**src/rtl/codec_mode_pkg.sv**
```systemverilog
package codec_mode_pkg;

  typedef enum logic [1:0] {
    MODE_PDN  = 2'b00,
    MODE_FULL = 2'b01,
    MODE_TXH  = 2'b10,
    MODE_RXH  = 2'b11
  } op_mode_e;

  // Monitored pin slots
  localparam int NUM_MON = 4;
  localparam int IDX_TXS = 0;
  localparam int IDX_RXS = 1;
  localparam int IDX_RMC = 2;
  localparam int IDX_RBC = 3;

  localparam logic [NUM_MON-1:0] SYNC_MASK = 4'b0011;
  localparam logic [NUM_MON-1:0] PDN_MASK  = 4'b0100;

  localparam logic [1:0] TX_WAKE_PULSES = 2'd2;

  // Target state from the sensed pin activity
  function automatic op_mode_e pick_mode(input logic pin_off,
                                         input logic tx_live,
                                         input logic rx_live,
                                         input logic expired,
                                         input op_mode_e cur);
    op_mode_e m;
    if (pin_off)                 m = MODE_PDN;
    else if (tx_live && rx_live) m = MODE_FULL;
    else if (tx_live)            m = MODE_TXH;
    else if (rx_live)            m = MODE_RXH;
    else if (expired)            m = MODE_PDN;
    else                         m = cur;
    return m;
  endfunction

  function automatic logic tx_gate_open(input op_mode_e m, input logic [1:0] seen);
    return ((m == MODE_FULL) || (m == MODE_TXH)) && (seen == TX_WAKE_PULSES);
  endfunction

  function automatic logic rx_path_on(input op_mode_e m);
    return (m == MODE_FULL) || (m == MODE_RXH);
  endfunction

endpackage

```
**src/rtl/cmc_activity.sv**
```systemverilog
module cmc_activity #(
  parameter int SYNC_STAGES = 2,
  parameter int ACT_WIN     = 16
) (
  input  logic clk,
  input  logic rst_n,
  input  logic pin_i,
  output logic level_o,
  output logic edge_o,
  output logic rise_o,
  output logic active_o
);
  localparam int CW = $clog2(ACT_WIN + 1);
  localparam logic [CW-1:0] WIN_V = CW'(ACT_WIN);

  logic [SYNC_STAGES-1:0] sync_q;
  logic                   prev_q;
  logic [CW-1:0]          quiet_q;

  assign level_o  = sync_q[SYNC_STAGES-1];
  assign edge_o   = level_o ^ prev_q;
  assign rise_o   = level_o & ~prev_q;
  assign active_o = (quiet_q != WIN_V);

  always_ff @(posedge clk or negedge rst_n) begin
    if (!rst_n) begin
      sync_q  <= '0;
      prev_q  <= 1'b0;
      quiet_q <= WIN_V;
    end else begin
      sync_q <= {sync_q[SYNC_STAGES-2:0], pin_i};
      prev_q <= level_o;
      if (edge_o)
        quiet_q <= '0;
      else if (quiet_q != WIN_V)
        quiet_q <= quiet_q + CW'(1);
    end
  end
endmodule

```
**src/rtl/cmc_idle_timer.sv**
```systemverilog
module cmc_idle_timer #(
  parameter int TIMEOUT_CYC = 500000
) (
  input  logic clk,
  input  logic rst_n,
  input  logic kick_i,
  output logic expired_o
);
  localparam int TW = $clog2(TIMEOUT_CYC + 1);
  localparam logic [TW-1:0] LIM = TW'(TIMEOUT_CYC);

  logic [TW-1:0] cnt_q;

  assign expired_o = (cnt_q == LIM);

  always_ff @(posedge clk or negedge rst_n) begin
    if (!rst_n)
      cnt_q <= '0;
    else if (kick_i)
      cnt_q <= '0;
    else if (!expired_o)
      cnt_q <= cnt_q + TW'(1);
  end
endmodule

```
**src/rtl/cmc_mode_fsm.sv**
```systemverilog
module cmc_mode_fsm
  import codec_mode_pkg::*;
(
  input  logic     clk,
  input  logic     rst_n,
  input  logic     pin_off_i,
  input  logic     tx_live_i,
  input  logic     rx_live_i,
  input  logic     expired_i,
  input  logic     boundary_i,
  output op_mode_e mode_o,
  output logic     commit_slot_o
);
  op_mode_e mode_q;
  op_mode_e target;
  logic     boundary_q;

  // One cycle after the sync edge the activity flags already reflect it
  assign commit_slot_o = boundary_q;
  assign mode_o        = mode_q;
  assign target        = pick_mode(pin_off_i, tx_live_i, rx_live_i, expired_i, mode_q);

  always_ff @(posedge clk or negedge rst_n) begin
    if (!rst_n) begin
      mode_q     <= MODE_PDN;
      boundary_q <= 1'b0;
    end else begin
      boundary_q <= boundary_i;
      if (target == MODE_PDN)
        mode_q <= MODE_PDN;
      else if (boundary_q)
        mode_q <= target;
    end
  end
endmodule

```
**src/rtl/cmc_tx_gate.sv**
```systemverilog
module cmc_tx_gate
  import codec_mode_pkg::*;
(
  input  logic     clk,
  input  logic     rst_n,
  input  op_mode_e mode_i,
  input  logic     tx_rise_i,
  output logic     open_o
);
  logic [1:0] seen_q;

  assign open_o = tx_gate_open(mode_i, seen_q);

  always_ff @(posedge clk or negedge rst_n) begin
    if (!rst_n)
      seen_q <= '0;
    else if (mode_i == MODE_PDN)
      seen_q <= '0;
    else if (tx_rise_i && (seen_q != TX_WAKE_PULSES))
      seen_q <= seen_q + 2'd1;
  end
endmodule

```
**src/rtl/codec_mode_ctrl.sv**
```systemverilog
module codec_mode_ctrl
  import codec_mode_pkg::*;
#(
  parameter int SYNC_STAGES = 2,
  parameter int ACT_WIN     = 16,
  parameter int TIMEOUT_CYC = 500000
) (
  input  logic       clk,
  input  logic       rst_n,
  input  logic       tx_sync,
  input  logic       rx_sync,
  input  logic       rx_mclk_pdn,
  input  logic       rx_bclk_cs,
  output logic [1:0] mode_o,
  output logic       pdn_o,
  output logic       mclk_sel_o,
  output logic       rx_bclk_sel_o,
  output logic       tx_out_en_o,
  output logic       rx_accept_o
);
  logic [NUM_MON-1:0] mon_pins;
  logic [NUM_MON-1:0] lvl_v, edge_v, rise_v, act_v;

  assign mon_pins = {rx_bclk_cs, rx_mclk_pdn, rx_sync, tx_sync};

  for (genvar g = 0; g < NUM_MON; g++) begin : g_mon
    cmc_activity #(
      .SYNC_STAGES(SYNC_STAGES),
      .ACT_WIN    (ACT_WIN)
    ) u_act (
      .clk     (clk),
      .rst_n   (rst_n),
      .pin_i   (mon_pins[g]),
      .level_o (lvl_v[g]),
      .edge_o  (edge_v[g]),
      .rise_o  (rise_v[g]),
      .active_o(act_v[g])
    );
  end

  // Named internal events
  logic tx_live, rx_live, pin_off, sync_kick, boundary, tx_rise;
  logic idle_expired, commit_slot;
  op_mode_e mode_q;

  assign tx_live   = act_v[IDX_TXS];
  assign rx_live   = act_v[IDX_RXS];
  assign pin_off   = |(lvl_v & ~act_v & PDN_MASK);
  assign sync_kick = |(edge_v & SYNC_MASK);
  assign boundary  = |(rise_v & SYNC_MASK);
  assign tx_rise   = rise_v[IDX_TXS];

  cmc_idle_timer #(.TIMEOUT_CYC(TIMEOUT_CYC)) u_idle (
    .clk      (clk),
    .rst_n    (rst_n),
    .kick_i   (sync_kick),
    .expired_o(idle_expired)
  );

  cmc_mode_fsm u_fsm (
    .clk          (clk),
    .rst_n        (rst_n),
    .pin_off_i    (pin_off),
    .tx_live_i    (tx_live),
    .rx_live_i    (rx_live),
    .expired_i    (idle_expired),
    .boundary_i   (boundary),
    .mode_o       (mode_q),
    .commit_slot_o(commit_slot)
  );

  cmc_tx_gate u_gate (
    .clk      (clk),
    .rst_n    (rst_n),
    .mode_i   (mode_q),
    .tx_rise_i(tx_rise),
    .open_o   (tx_out_en_o)
  );

  assign mode_o        = mode_q;
  assign pdn_o         = (mode_q == MODE_PDN);
  assign rx_accept_o   = rx_path_on(mode_q);
  assign mclk_sel_o    = (mode_q == MODE_RXH) && act_v[IDX_RMC];
  assign rx_bclk_sel_o = act_v[IDX_RBC];
endmodule

```
**config.mk**
```make
export PLATFORM = sky130hd
export DESIGN_NAME = codec_mode_ctrl
export DESIGN_NICKNAME = d
export VERILOG_FILES = /design/src/rtl/codec_mode_pkg.sv /design/src/rtl/cmc_activity.sv /design/src/rtl/cmc_idle_timer.sv /design/src/rtl/cmc_mode_fsm.sv /design/src/rtl/cmc_tx_gate.sv /design/src/rtl/codec_mode_ctrl.sv
export SDC_FILE = /design/constraint.sdc
export NUM_CORES = 1
export LEC_CHECK = 0
export BUFFER_PORTS_ARGS = -buffer_cell sky130_fd_sc_hd__clkbuf_2
export CAP_MARGIN = 10
export CORE_UTILIZATION = 40
export CTS_BUF_LIST = sky130_fd_sc_hd__clkbuf_16
export DETAILED_ROUTE_END_ITERATION = 8
export PLACE_DENSITY = 0.64
export SLEW_MARGIN = 20
export SYNTH_ARGS = -nofsm -noshare
export SYNTH_HDL_FRONTEND = slang
export SYNTH_SLANG_ARGS = --single-unit
```
**constraint.sdc**
```tcl
create_clock -name clk -period 2.3 [get_ports clk]
set_clock_uncertainty 0.15 [all_clocks]
set_input_delay 0.69 -clock clk [delete_from_list [all_inputs] [get_ports clk]]
set_output_delay 0.69 -clock clk [all_outputs]
set_load 0.02 [all_outputs]
```
* After elaboration in Yosys (flattened, before gate mapping)
Cells that the tools add are included.
** Word-level totals
- Logic and storage cells :: 78
- Output and inout port bits :: 7
- Input bits :: 6
- Register bits :: 56
** Cells by class
- Add/subtract/negate cells :: 6
- Bitwise operators :: 10
- Eq/ne operators :: 11
- Reductions and logical operators :: 16
- Mux-type cells :: 19
** Operator list (count)
- 5-bit two-way mux :: 8
- 19-bit two-way mux :: 2
- 5-bit by 1-bit adder with 5-bit output, second input constant :: 4
- 5-bit inequality test, second input constant :: 4
- 19-bit by 1-bit adder with 19-bit output, second input constant :: 1
- 19-bit equality test, second input constant :: 1
- 2-bit two-way mux :: 9
- 2-bit nonzero test :: 6
- 2-bit equality test, second input constant :: 3
- 1-bit logical AND :: 4
- 2-bit zero test :: 2
- 2-bit inequality test, second input constant :: 2
- 2-bit OR reduction :: 2
- 1-bit bitwise XOR :: 4
- 3-bit bitwise AND :: 1
- 3-bit NOT :: 1
- 2-bit by 1-bit adder with 2-bit output, second input constant :: 1
- 1-bit bitwise AND :: 2
- 2-bit by 1-bit equality test with 1-bit output, second input constant :: 1
- 1-bit logical OR :: 2
- 1-bit NOT :: 2

* Longest topological paths before layout
Gate-level depths: netlist (run 1).
- Word-level depth :: 8
- Mapped depth :: 7

* By module
Synthesis (run 1) repeated with hierarchy kept, for this count alone.
** Unflattened totals
- Cells, all modules :: 282
- Area, all modules :: 2910.3 um^2
** By module, submodules not included
- cmc_activity :: instances 4, area an instance 380.4 um^2, cells each 34
- cmc_idle_timer :: instances 1, area an instance 1049.8 um^2, cells each 110
- cmc_tx_gate :: instances 1, area an instance 157.7 um^2, cells each 15
- cmc_mode_fsm :: instances 1, area an instance 148.9 um^2, cells each 15
- codec_mode_ctrl :: instances 1, area an instance 32.5 um^2, cells each 6

* Least setup slack after synthesis (run 1)
Ideal clock, no wire load.
- Path type :: register to output
- Start :: register g_mon[3].u_act.quiet_q[0]
- End :: output port rx_bclk_sel_o
- Cell stages (with the launch flop) :: 6
- Data required time :: 1460 ps
- Arrival :: 1192 ps
- Path buffers :: 0
- Slack :: 268 ps
- Cell sequence :: dfrtp_1 > inv_1 > ha_1 > nand2_1 > nor3_1 > inv_1
** Between the ends
- Longest elaborated chain between the ends :: 1
** Ends and longest elaborated chain
- start, declared :: RTL line cmc_activity.sv:18 : logic [CW-1:0] quiet_q;
- start signal, assigned :: RTL line cmc_activity.sv:36 : quiet_q <= quiet_q + CW'(1);
- 5-bit inequality test :: RTL line cmc_activity.sv:23 : assign active_o = (quiet_q != WIN_V);
- end, declared :: RTL line codec_mode_ctrl.sv:17 : output logic rx_bclk_sel_o,
No other way between the ends.

* Worst setup path in the final report (run 1)
- Start :: register g_mon[2].u_act.quiet_q[0]
- End :: output port mclk_sel_o
** Between the ends
- Longest elaborated chain between the ends :: 2
** Ends and longest elaborated chain
- start, declared :: RTL line cmc_activity.sv:18
- start signal, assigned :: RTL line cmc_activity.sv:36
- 5-bit inequality test :: RTL line cmc_activity.sv:23
- 1-bit logical AND :: RTL line codec_mode_ctrl.sv:83 : assign mclk_sel_o = (mode_q == MODE_RXH) && act_v[IDX_RMC];
- end, declared :: RTL line codec_mode_ctrl.sv:16 : output logic mclk_sel_o,
No other way between the ends.

==> results of run 1 <==
[cell usage in the layout (no fill, tap or decap), types with 5 or more instances in the layout]
cell	n
nand4_1	6
dfrtp_1	50
and2_1	10
nor2_1	26
clkbuf_2	11
ha_1	16
xnor2_1	12
buf_4	10
a21oi_1	10
xor2_1	16
nand2_1	11
inv_1	17
clkbuf_16	5
nand3_1	17
and3_1	7
[cells by family after synthesis]
group                    count (synthesis)  share of synthesized area [%]
flip-flops                              56                           51.1
multiplexers                             2                          0.727
adder cells (fa/ha/maj)                 16                           7.27
AND/OR/NAND/NOR                        110                           22.6
XOR/XNOR                                28                           8.91
AO/OA/AOI/OAI                           25                           5.96
buffers and inverters                   22                           3.41
[critical path, stage by stage, from the launching register on]
cell and delay [ps]:
dfrtp_1 350, inv_1 70, ha_1 190, and4bb_2 240, nor2b_1 110, buf_4 140
[routing by layer]
layer	vias to the layer above	global-route usage (%)	share of wire [%]
met3	9	3.60	2.5
met2	22	22.6	45
met1	911	19.9	51
met4	0	6.01	2.0
met5	-	0	0
li1	945	-	-
[power by group]
part,total (uW),internal (uW),switching (uW)
Clock,835,506,328
Combinational,265,119,147
Sequential,1100,1050,47.5
[registers in the layout, summed over array words and instances (netlist names)]
name                 count
u_fsm.mode_o             2
u_fsm.commit_slot_o      1
u_idle.cnt_q            19
g_mon.u_act.quiet_q     20
g_mon.u_act.sync_q       8
u_gate.seen_q            2
g_mon.u_act.prev_q       4
[final timing paths]
kind                                                       start                               endpoint  slack (ps)  cells past startpoint
max                        g_mon[2].u_act.quiet_q[0]$_DFFE_PN0P_                             mclk_sel_o          80                      5
min                           g_mon[2].u_act.sync_q[0]$_DFF_PN0_     g_mon[2].u_act.sync_q[1]$_DFF_PN0_         200                      0
max reg2reg                g_mon[0].u_act.quiet_q[0]$_DFFE_PN0P_            u_fsm.mode_o[0]$_DFFE_PN0P_         350                      6
min reg2reg                   g_mon[2].u_act.sync_q[0]$_DFF_PN0_     g_mon[2].u_act.sync_q[1]$_DFF_PN0_         200                      0
max in group asynchronous                                  rst_n  g_mon[3].u_act.quiet_q[4]$_DFFE_PN1P_        1460                      2
min in group asynchronous                                  rst_n           u_gate.seen_q[0]$_DFFE_PN0P_         240                      2
[through the flow]
| stage | total power, uW | cell area [um^2] | std cells |
|---|---|---|---|
| after global routing | 2320 | 3140 | 361 |
| after detailed placement | 1380 | 2940 | 349 |
| after CTS | 2230 | 3120 | 359 |
| final | 2200 | 3140 | 361 |
| after global placement | 1370 | 2940 | 349 |
| after floorplan | 1290 | 2750 | 259 |
[what timing repair did]
action | CTS | global route
resized for setup | 1 | 4
pin swaps | 0 | 0
endpoints found under the setup margin | 1 | 4
buffers inserted | 2 | 2
[layout make-up]
cell class / instances / area [um^2] / area share [%]
Timing Repair Buffer: 22 / 150 / 4.78
Sequential cell: 56 / 1410 / 44.9
Inverter: 17 / 63.8 / 2.03
Clock buffer: 5 / 125 / 3.99
Tap cell: 77 / 96.3 / 3.07
Multi-Input combinational cell: 181 / 1260 / 40.1
Clock inverter: 3 / 37.5 / 1.20
==> reports/qor.yml, run 1 <==
global_route:
  grt_pass1_vias: 1767
  antenna_found_initial: 0
  grt_start_max_net_pins: 57
  grt_pass1_wl_um: 8400
  globalRoute.totalOverflow: 0
  grt_usage_pct: 14.7
clocking:
  cts_tree: "built"
  holdBufCountCts: 0
  clk_latency_ps: 290
  cts.sink_count: 56
  ctsLongestPathBuffers: 2
  cts_max_level: 2
  cts_buffers: 5
  clkTransAtPathRegs_ps: 60
  root_buffer: "clkbuf_16"
timing:
  fmax_ghz: 0.451
  worst_pin_slew_ps: 418
  worst_slack_ps: 80.9
  finalSetupTns_ps: 0
  rsz0062_at_grt: "no"
  timing.slew.headroom_pct: 71.7
  setup_viol_count_final: 0
  hold_violations: 0
  fin_hold_ws_ps: 200
  slew_viol_final: 0
  timing.final.crit_share_pct: 96.5
  period_minus_slack_ps: 2220
logic_synthesis:
  yosysMostFrequentCell: "dfrtp_1"
  seq_area_frac_synth_pct: 51.1
  synthFlopType: "dfrtp_1"
  synth-seq-cells: 56
  yosysTopAreaCell: "dfrtp_1"
  avgSynthCellArea_um2: 10.6
  synth-async-reset-ratio_pct: 100
  netlist_instances: 259
  synth_nets: 281
  yosysWarnings: 0
  synth_edf_count: 0
  netlist-cell-type-count: 42
  synth.cell_area_um2: 2750
  synth_common_cells: "dfrtp_1, nor2_1, inv_1, nand3_1"
  yosysTopAreaCellShare_pct: 47.3
  synth.area.top_cells: "dfrtp_1, ha_1, xor2_1, dfstp_2, xnor2_1"
detailed_routing:
  wire_per_inst_um: 13.3
  wl_um: 4800
  ant_nets: 0
  dr.pass1.iters: 6
  num_vias: 1887
  vias_per_cell: 5.23
  first_iter_violations: 146
  drc: 0
worst_setup_path:
  crit_type: "flip-flop to primary output"
  worstSetupStartpointType: "flip-flop"
  worstPathRequired_ps: 1460
  crit_path_end_kind: "primary output"
  arrival_ps: 1380
  cp_max_fo: 3
layout:
  diodes: 0
  post-route-util_pct: 48.3
  area_delta_synth_final_pct: 14.0
  layout-drive-gt1-share_pct: 14.1
  fillers: 593
  fin_nets: 305
floorplan:
  rows: 29
  die_w_um: 85.0
  die_area_um2: 7220
  coreArea_um2: 6490
  start_util_pct: 42.4
  io_pins: 13
  die_h_um: 85.0
power:
  peakVddDrop_mv: 0.322
  p_leak_uw: 0.00142
  powerDensity_nw_per_um2: 701
place:
  hpwlAfterDp_um: 3250
  place_ws_ps: 299
  gp_congestion: 0.758
  numPortBuffers: 12
run_status:
  outcome: "finished clean"
worst_hold_path:
  hp-class: "flip-flop to flip-flop"
flow_run:
  drv_cap: 0
(Power assumes the default switching activity.)
==> run 2, diff against run 1 <==
- CELL_PAD_IN_SITES_DETAIL_PLACEMENT: unset -> 2
- CELL_PAD_IN_SITES_GLOBAL_PLACEMENT: unset -> 2
- PLACE_DENSITY: 0.64 -> 0.86
==> run 2 against run 1 <==
- the flow now finishes with violations (design-rule violations, negative setup slack)
- core utilization rose by 0.73 points
- routed wire length up 63%
- non-clock buffer count is 5 higher
- critical path depth increased by 1
- register-to-register slack got worse by 340 ps
- first-iteration DRC count shrank 25%
- clock power down 5.7%
- critical endpoint is now rx_bclk_sel_o
- largest cell class unchanged
- highest routed layer unchanged
==> reports/qor.yml, run 2 (same netlist as run 1, synthesis figures left out) <==
timing:
  setup_viol_count_final: 2  # +2
  slew_viol_final: 0  # unchanged
  rsz0062_at_grt: "yes"
  period_minus_slack_ps: 2410  # +188 ps
  worst_slack_ps: -107  # -188 ps
  finalSetupTns_ps: -126  # -126 ps
  hold_violations: 0  # unchanged
  timing.final.crit_share_pct: 105  # +8.2 points
  timing.slew.headroom_pct: 66.6  # -5.1 points
  fmax_ghz: 0.415  # -7.8%
  worst_pin_slew_ps: 498  # +80.0 ps
power:
  seqPwrFrac_pct: 49.7  # -0.3 points
  power.total_uw: 2230  # +1.6%
  peakVddDrop_mv: 0.374  # +16%
  powerDensity_nw_per_um2: 701  # about the same
  p_sw_share_pct: 28.2  # +4.4 points
  p_leak_uw: 0.00143  # +0.94%
  p_sw_uw: 630  # +20%
  combPwrFrac_pct: 15.0  # +2.9 points
  p_clk_share_pct: 35.2  # -2.8 points
  p_int_uw: 1600  # -4.3%
worst_setup_path:
  crit_buf_inv: 3  # +1
  worstSetupStartpointType: "flip-flop"
  path_delay_family: "flip-flops"
  slowest_stage: "dfrtp_1"
  reg2regPathDepth: 6  # unchanged
  cp_max_fo: 4  # +1
  r2r_slack_ps: 10  # -340 ps
  crit_path_end_kind: "primary output"
  worstPathRequired_ps: 1460  # about the same
  max_stage_delay_ps: 440  # +90 ps
  arrival_ps: 1570  # +190 ps
  crit_type: "flip-flop to primary output"
  path_depth: 6  # +1
  crit_path_frequent_cell: "inv_1"
  crit_chain: "inv_1 -> ha_2 -> nand2_2 -> nor3_2 -> inv_1 -> buf_6"
place:
  numPortBuffers: 12  # unchanged
  gp_congestion: 0.718  # -5.2%
  dpl_cell_area_um2: 2940  # unchanged
  hpwlAfterDp_um: 4720  # +45%
global_route:
  grt_pass1_vias: 2268  # +28%
  grt_usage_pct: 20.4  # +5.7 points
  globalRoute.totalOverflow: 0  # unchanged
  grt_start_max_net_pins: 57  # unchanged
  grt_pass1_wl_um: 11500  # +36%
  antenna_found_initial: 0  # unchanged
layout:
  top_regs: "g_mon.u_act.quiet_q (20), u_idle.cnt_q (19), g_mon.u_act.sync_q (8)"
  fin_nets: 310  # +1.6%
  final_common_cell: "dfrtp_1"
  design_area_um2: 3190  # +1.5%
  largest_reg_flops: 20  # unchanged
  layout-drive-gt1-share_pct: 18.7  # +4.6 points
  layout_common_cells: "dfrtp_1, nor2_1, nand3_1"
  area_delta_synth_final_pct: 15.8
  top_register: "g_mon.u_act.quiet_q"
  diodes: 0  # unchanged
floorplan:
  die_h_um: 85.0  # unchanged
  coreArea_um2: 6490  # unchanged
  rows: 29  # unchanged
  start_util_pct: 42.4  # unchanged
  io_pins: 13  # unchanged
  die_area_um2: 7220  # unchanged
  die_w_um: 85.0  # unchanged
detailed_routing:
  drc: 1  # +1
  first_iter_violations: 110  # -25%
  num_vias: 2054  # +8.9%
  ant_nets: 0  # unchanged
  vias_per_cell: 5.61  # +7.4%
  wl_um: 7830  # +63%
  wire_per_inst_um: 21.4  # +61%
  dr.pass1.iters: 6  # unchanged
clocking:
  ctsLongestPathBuffers: 2  # unchanged
  clkTransAtPathRegs_ps: 80  # +20 ps
  root_buffer: "clkbuf_16"
  holdBufCountCts: 0  # unchanged
  cts_max_level: 2  # unchanged
  cts.sink_count: 56  # unchanged
  cts_tree: "built"
  clk_latency_ps: 300  # about the same
  cts_buffers: 5  # unchanged
run_status:
  violations: "design-rule violations, negative setup slack"
  outcome: "complete, but fails checks"
worst_hold_path:
  hp-class: "flip-flop to flip-flop"
  holdPathStages: 0  # unchanged
flow_run:
  drv_cap: 0  # unchanged
## run 2: cell types whose count changed in the layout (fill, tap and decap cells not counted), moves of 2 or more
cell,change
buf_4,+5
inv_2,+2
inv_1,-2
clkinv_1,-2
ha_2,+2
ha_1,-2
## run 2: timing repair
item / in CTS / in global routing
gates resized for setup: 5 / 10
setup endpoints to repair: 3 / 5
pin swaps: 0 / 2
setup buffers: 1 / 8
## run 2: power by group through the flow
stage	sequential, uW	combinational, uW	clock, uW
detailed placement	1130	280	0
global placement	1120	256	0
global route	1120	380	835
floorplan	1110	183	0
CTS	1110	289	793
finish	1110	336	787
## run 2: through the flow
step | hold slack [ps] | util (%) | worst slack, ps | instances
2_1_floorplan | 181 | - | 268 | 259
3_3_place_gp | 182 | 45.2 | 330 | 349
3_5_place_dp | 186 | 45.2 | 237 | 349
4_1_cts | 209 | 47.8 | -4.56 | 358
5_1_grt | 212 | 49.1 | -171 | 366
6_report | 212 | 49.1 | -107 | 366
## run 2: layout make-up
cell class | instances | area (um^2)
tap | 77 | 96.3
inverter | 17 | 63.8
fill | 666 | 3310
timing repair buffer | 27 | 194
clock inverter | 3 | 21.3
clock buffer | 5 | 125
sequential | 56 | 1410
multi-input combinational | 181 | 1280
## run 2: per-layer routing
layer	GRT usage (%)	part of all wire (%)	routed length, um
met1	24.5	45	3540
met2	37.6	51	4010
met3	3.21	2.4	191
met4	5.55	1.1	86
met5	0	0	0
## run 2: worst paths after layout
path                                                       startpoint                               endpoint
min in group asynchronous                                       rst_n  g_mon[1].u_act.quiet_q[0]$_DFFE_PN0P_
worst min-delay path               g_mon[1].u_act.sync_q[0]$_DFF_PN0_     g_mon[1].u_act.sync_q[1]$_DFF_PN0_
max in group asynchronous                                       rst_n  g_mon[0].u_act.quiet_q[4]$_DFFE_PN1P_
worst max register to register            u_idle.cnt_q[0]$_DFFE_PN0P_            u_fsm.mode_o[0]$_DFFE_PN0P_
worst min register to register     g_mon[1].u_act.sync_q[0]$_DFF_PN0_     g_mon[1].u_act.sync_q[1]$_DFF_PN0_
worst max-delay path            g_mon[3].u_act.quiet_q[1]$_DFFE_PN0P_                          rx_bclk_sel_o
## run 2: worst reg2reg max path: stages, from the launching register on
cell	delay (ps)
dfrtp_1	440
inv_1	120
ha_1	160
nor4bb_1	390
nand3_1	290
o311ai_1	460
o32ai_1	170
